$ cat config.mk
export PLATFORM = sky130hd
export DESIGN_NAME = txenc_handshake
export DESIGN_NICKNAME = d
export VERILOG_FILES = /design/src/rtl/txenc_hs_pkg.sv /design/src/rtl/txenc_hs_buffer.sv /design/src/rtl/txenc_hs_window.sv /design/src/rtl/txenc_hs_flags.sv /design/src/rtl/txenc_handshake.sv
export SDC_FILE = /design/constraint.sdc
export NUM_CORES = 1
export LEC_CHECK = 0
export ABC_AREA = 1
export BUFFER_PORTS_ARGS = -buffer_cell sky130_fd_sc_hd__buf_2
export CAP_MARGIN = 0
export CORE_MARGIN = 1.5
export CORE_UTILIZATION = 46
export DETAILED_ROUTE_END_ITERATION = 8
export HOLD_SLACK_MARGIN = 0.05
export PLACE_DENSITY = 0.83
export SLEW_MARGIN = 30
export SYNTH_ARGS = -nofsm -noshare
export SYNTH_HDL_FRONTEND = slang
export SYNTH_SLANG_ARGS = --single-unit
$ cat constraint.sdc
create_clock -name clk -period 1.4 [get_ports clk]
set_input_delay 0.07 -clock clk [delete_from_list [all_inputs] [get_ports clk]]
set_output_delay 0.07 -clock clk [all_outputs]
set_load 0.01 [all_outputs]
$ cat src/rtl/txenc_hs_pkg.sv
package txenc_hs_pkg;

  localparam int STAT_W     = 16;
  localparam int BIT_READY  = 15;
  localparam int BIT_IGNWR  = 8;
  localparam int BIT_DONE   = 7;
  localparam int BIT_LATE   = 6;
  localparam int BIT_FSAFE  = 0;

  typedef struct packed {
    logic ready_n;
    logic ignwr_n;
    logic done_n;
    logic late_n;
    logic fsafe_n;
  } hs_flags_t;

  function automatic logic [STAT_W-1:0] pack_status(hs_flags_t f);
    logic [STAT_W-1:0] s;
    s            = '1;
    s[BIT_READY] = f.ready_n;
    s[BIT_IGNWR] = f.ignwr_n;
    s[BIT_DONE]  = f.done_n;
    s[BIT_LATE]  = f.late_n;
    s[BIT_FSAFE] = f.fsafe_n;
    return s;
  endfunction

endpackage

$ cat src/rtl/txenc_hs_buffer.sv
module txenc_hs_buffer #(
  parameter int DATA_W = 16
) (
  input  logic              clk,
  input  logic              rst_n,
  input  logic              wr_i,
  input  logic [DATA_W-1:0] wr_data_i,
  input  logic              word_done_i,
  output logic              pend_o,
  output logic              active_o,
  output logic              drop_o,
  output logic              load_o,
  output logic [DATA_W-1:0] word_o
);

  logic              pend_q, pend_d;
  logic [DATA_W-1:0] pdata_q, pdata_d;
  logic              active_q, active_d;
  logic              load_q, load_d;
  logic [DATA_W-1:0] word_q, word_d;
  logic              accept, handoff;

  always_comb begin
    accept   = wr_i & ~pend_q;
    handoff  = pend_q & (~active_q | word_done_i);
    pend_d   = pend_q;
    pdata_d  = pdata_q;
    active_d = active_q;
    word_d   = word_q;
    load_d   = handoff;
    if (accept) begin
      pend_d  = 1'b1;
      pdata_d = wr_data_i;
    end
    if (handoff) begin
      pend_d   = 1'b0;
      active_d = 1'b1;
      word_d   = pdata_q;
    end else if (active_q && word_done_i) begin
      active_d = 1'b0;
    end
  end

  always_ff @(posedge clk or negedge rst_n) begin
    if (!rst_n) begin
      pend_q   <= 1'b0;
      pdata_q  <= '0;
      active_q <= 1'b0;
      load_q   <= 1'b0;
      word_q   <= '0;
    end else begin
      pend_q   <= pend_d;
      active_q <= active_d;
      load_q   <= load_d;
      if (accept)  pdata_q <= pdata_d;
      if (handoff) word_q  <= word_d;
    end
  end

  assign pend_o   = pend_q;
  assign active_o = active_q;
  assign drop_o   = wr_i & pend_q;
  assign load_o   = load_q;
  assign word_o   = word_q;

endmodule

$ cat src/rtl/txenc_hs_window.sv
module txenc_hs_window #(
  parameter int WIN_CYC = 36
) (
  input  logic clk,
  input  logic rst_n,
  input  logic run_i,
  output logic expire_o
);

  localparam int CW = $clog2(WIN_CYC + 1);
  localparam logic [CW-1:0] LAST = CW'(WIN_CYC - 1);
  localparam logic [CW-1:0] FULL = CW'(WIN_CYC);

  logic [CW-1:0] cnt_q, cnt_d;
  logic          cnt_en;

  always_comb begin
    cnt_en = run_i ? (cnt_q != FULL) : (cnt_q != '0);
    cnt_d  = run_i ? cnt_q + 1'b1 : '0;
  end

  always_ff @(posedge clk or negedge rst_n) begin
    if (!rst_n)      cnt_q <= '0;
    else if (cnt_en) cnt_q <= cnt_d;
  end

  assign expire_o = run_i & (cnt_q == LAST);

endmodule

$ cat src/rtl/txenc_hs_flags.sv
module txenc_hs_flags (
  input  logic clk,
  input  logic rst_n,
  input  logic fs_timeout_i,
  input  logic new_msg_i,
  input  logic drop_i,
  input  logic expire_i,
  output logic fsafe_n_o,
  output logic ignwr_n_o,
  output logic late_n_o
);

  logic fsafe_q, fsafe_d;
  logic ign_q, ign_d;
  logic late_q, late_d;

  always_comb begin
    fsafe_d = fsafe_q;
    if (new_msg_i)    fsafe_d = 1'b1;
    if (fs_timeout_i) fsafe_d = 1'b0;
    ign_d  = ign_q  & ~drop_i;
    late_d = late_q & ~expire_i;
  end

  always_ff @(posedge clk or negedge rst_n) begin
    if (!rst_n) begin
      fsafe_q <= 1'b1;
      ign_q   <= 1'b1;
      late_q  <= 1'b1;
    end else begin
      fsafe_q <= fsafe_d;
      ign_q   <= ign_d;
      late_q  <= late_d;
    end
  end

  assign fsafe_n_o = fsafe_q;
  assign ignwr_n_o = ign_q;
  assign late_n_o  = late_q;

endmodule

$ cat src/rtl/txenc_handshake.sv
module txenc_handshake
  import txenc_hs_pkg::*;
#(
  parameter int DATA_W    = 16,
  parameter int CLK_MHZ   = 2,
  parameter int WINDOW_US = 18
) (
  input  logic              clk,
  input  logic              rst_n,
  input  logic              host_wr,
  input  logic [DATA_W-1:0] host_data,
  input  logic              word_done,
  input  logic              new_msg,
  input  logic              fs_timeout,
  output logic [STAT_W-1:0] status,
  output logic              tx_load,
  output logic [DATA_W-1:0] tx_word
);

  localparam int WIN_CYC = CLK_MHZ * WINDOW_US;

  logic [1:0] rst_pipe;
  logic       rst_sync_n;

  always_ff @(posedge clk or negedge rst_n) begin
    if (!rst_n) rst_pipe <= 2'b00;
    else        rst_pipe <= {rst_pipe[0], 1'b1};
  end
  assign rst_sync_n = rst_pipe[1];

  logic pend, active, drop, expire;
  logic fsafe_n, ignwr_n, late_n;
  hs_flags_t flags;

  txenc_hs_buffer #(.DATA_W(DATA_W)) u_buf (
    .clk        (clk),
    .rst_n      (rst_sync_n),
    .wr_i       (host_wr),
    .wr_data_i  (host_data),
    .word_done_i(word_done),
    .pend_o     (pend),
    .active_o   (active),
    .drop_o     (drop),
    .load_o     (tx_load),
    .word_o     (tx_word)
  );

  txenc_hs_window #(.WIN_CYC(WIN_CYC)) u_win (
    .clk     (clk),
    .rst_n   (rst_sync_n),
    .run_i   (active & ~pend),
    .expire_o(expire)
  );

  txenc_hs_flags u_flags (
    .clk         (clk),
    .rst_n       (rst_sync_n),
    .fs_timeout_i(fs_timeout),
    .new_msg_i   (new_msg),
    .drop_i      (drop),
    .expire_i    (expire),
    .fsafe_n_o   (fsafe_n),
    .ignwr_n_o   (ignwr_n),
    .late_n_o    (late_n)
  );

  always_comb begin
    flags.ready_n = pend;
    flags.done_n  = active | pend;
    flags.ignwr_n = ignwr_n;
    flags.late_n  = late_n;
    flags.fsafe_n = fsafe_n;
    status        = pack_status(flags);
  end

endmodule

==> qor.csv <==
stage,metric,value,unit
flow_run,max_cap viols,0,
global_routing,grt total ovfl,0,
clock_network,Setup Buffers After CTS,0,
clock_network,CTS tree,yes,
clock_network,CTS Buf Count,5,
route,WL met2,1.713,mm
sta,RSZ-0062 raised after global routing,no,
route,1st-iter DRT viols,99,
sta,final period utilization,93.22,%
status,status,"finished, final reports clean",
floorplan,core area,4086,um^2
synth,Syn Area/Cell,10.77,um^2
finish,area grow syn2layout,25.61,%
power,leakage,1.318,nW
route,Antenna Nets Post-Route,0,
sta,Peak Freq,766.2,MHz
finish,Layout fillers,365,
global_routing,Overall Global Routing Usage,17.46,%
finish,layout cells sized above 1,31.35,%
worst_setup_path,Setup CP Type,reg2reg,
floorplan,die width,68.99,um
floorplan,die area,4760,um^2
finish,most frequent cells in the layout,"nand2_1 (60), buf_2 (43), dfrtp_1 (42)",
sta,Hold WS,62.22,ps
floorplan,Die Height,68.99,um
route,post-DR wirelength/cell,12.07,um
power,overall power,0.003994,W
worst_setup_path,Startpoint Class,flip-flop,
synth,cell count after synthesis,186,
worst_setup_path,crit end category,flip-flop,
finish,Antenna Cells,0,
clock_network,post-CTS sizing,0,
placed_design,PortBufs,43,
global_routing,largest net degree at the start of global routing,32,
placed_design,GPL Wtd Cong,0.7831,
placed_design,cell count after placement,274,
worst_setup_path,worst path arrival time,1500,ps
finish,Final #Nets,275,
clock_network,Clock Latency Late Sink,300,ps
floorplan,row cnt,23,
power,sequential share of power,47.6,%
route,top routing layer in use,met4,
power,clock share of power,25.5,%
finish,"commonest non-fill, non-tap cell in the layout",nand2_1,
clock_network,clock slew seen by the registers of the worst setup and hold paths,90,ps
sta,total negative slack,0,ps
sta,Max Slew Vio Count,0,
synth,"Seq/Total Area, Yosys",57.65,%
placed_design,post-DP HPWL,2.509,mm
route,Vias/cell,4.682,
clock_network,Clock Tree Root,clkbuf_8,
power,IR Drop Worst-Case VDD,0.8626,mV
power,Comb pwr share,27.0,%
sta,setup violators final,0,
global_routing,vias in the first global route,1404,
power,pwr/cell area,1587,nW/um^2
floorplan,IO Pins,55,
sta,clk_skew,8.312,ps
global_routing,number of antenna violations at the first check in global routing,0,
worst_setup_path,crit-path max FO,17,
clock_network,clk sinks,46,
global_routing,first-pass GRT wire length,5.954,mm
synth,"FF+latch count, synth",46,
power,switching share of power,30.71,%
worst_setup_path,Worst Path Required,1590,ps
route,met1 WL,1.670,mm
hold_path,HP Class,in2reg,
route,drt pass-1 iters,4,
sta,shortest period the worst path allows,1305,ps
floorplan,starting density of the core,49.02,%
sta,final hold violations,0,
route,residual DRC count,0,
route,DR vias,1414,
power,P_sw,0.001226,W
finish,final core utilization,61.57,%
synth,unique cell type count in the Yosys netlist,26,
synth,Ys Warns,0,
synth,Post-Syn Area,2003,um^2
clock_network,H-tree depth,2,
finish,"non-filler cells, final",302,
clock_network,Clock Path Buffers,2,
power,internal power,0.002767,W
route,met3 WL,233,um
route,overall routed net length,3.645,mm
[layer usage]
| layer | up-vias | global-route usage, % |
|---|---|---|
| li1 | 697 | - |
| met1 | 667 | 20.19 |
| met2 | 48 | 29.21 |
| met3 | 2 | 6.818 |
| met4 | 0 | 6.618 |
| met5 | - | 0 |
[flip-flops by register name (all words and copies together) (netlist names)]
| register | flops |
|---|---|
| u_buf.pdata_q | 16 |
| u_buf.word_o | 16 |
| u_win.cnt_q | 6 |
| rst_pipe | 2 |
| u_buf.active_o | 1 |
| u_buf.load_o | 1 |
| u_buf.pend_o | 1 |
| u_flags.fsafe_n_o | 1 |
| u_flags.ignwr_n_o | 1 |
| u_flags.late_n_o | 1 |
[cell usage after synthesis]
library cell  number  area, um^2
mux2_2             7       78.83
nand3_2            1       10.01
dfrtp_1           43        1076
nand2_1           60       225.2
nor2_1            11       41.29
nand2_2            1       6.260
nor3b_1            1       7.510
nand2_4            2       22.52
conb_1             1       3.750
inv_4              1       6.260
buf_6              1       11.26
inv_1              6       22.52
buf_12             1       20.02
xnor2_1            1       8.760
inv_2              1       3.750
nand4_1            1       6.260
buf_4             16       120.1
o21ai_0            2       10.01
ha_1               2       25.02
mux2_4             9       135.1
or2_4              1       8.760
o21a_1             1       7.510
a21boi_0           1       7.510
a21oi_1            2       10.01
dfstp_2            3       78.83
nand3_1           10       50.05
[final timing paths]
| path | startpoint | end | slack (ps) | depth (start not counted) |
|---|---|---|---|---|
| min in group asynchronous | rst_n | rst_pipe[1] | 90 | 2 |
| hold / removal | word_done | u_buf.active_o | 60 | 3 |
| setup reg to reg | u_buf.pend_o | u_buf.pdata_q[5] | 90 | 3 |
| max in group asynchronous | rst_pipe[1] | u_flags.late_n_o | 690 | 1 |
| setup / recovery | u_buf.pend_o | u_buf.pdata_q[5] | 90 | 3 |
| hold reg to reg | rst_pipe[1] | u_buf.word_o[1] | 170 | 0 |
[worst max-delay path: stages (launching register included)]
cell and delay (ps):
dfrtp_1 470, inv_2 110, nand2_4 240, mux2_2 380
[cell families after synthesis]
logic type	count (synthesis)	synth area share (%)
AOI/OAI and AO/OA	6	1.749
xor gates and xnor gates	1	0.4373
and+or+nand+nor	88	18.86
muxes	16	10.68
buffers and inverters	26	9.182
other	1	0.1872
DFF	46	57.65
adders and majority gates	2	1.249
[per-stage QoR]
stage          instance area [um^2]  setup WS (ps)
4_1_cts                        2516          91.79
2_1_floorplan                  2044          30.18
5_1_grt                        2516          32.44
3_5_place_dp                   2200          109.0
6_report                       2516          94.93
3_3_place_gp                   2200          169.6
[area by class of cell]
cell class | instances | area (um^2) | share of cell area (%)
multi-input combinational | 125 | 705.7 | 28.05
clock inverter | 1 | 30.03 | 1.193
inverter | 8 | 32.53 | 1.293
clock buffer | 7 | 86.33 | 3.431
timing repair buffer | 65 | 442.9 | 17.60
tap | 50 | 62.56 | 2.486
sequential | 46 | 1156 | 45.95
[power by group through the flow]
stage,clock network (W),registers [W],logic [W]
after floorplan,0,0.00200,0.000628
after global placement,0,0.00191,0.00101
after detailed placement,0,0.00192,0.00105
after CTS,0.00104,0.00190,0.00109
after global routing,0.00108,0.00195,0.00122
final,0.00102,0.00190,0.00108
[repair_timing]
action / 4_1_cts / 5_1_grt
setup endpoints to repair: 0 / 0
hold buffers: 20 / 0
hold endpoints to repair: 20 / 0
Note: power is estimated with default switching activity, not from simulation.
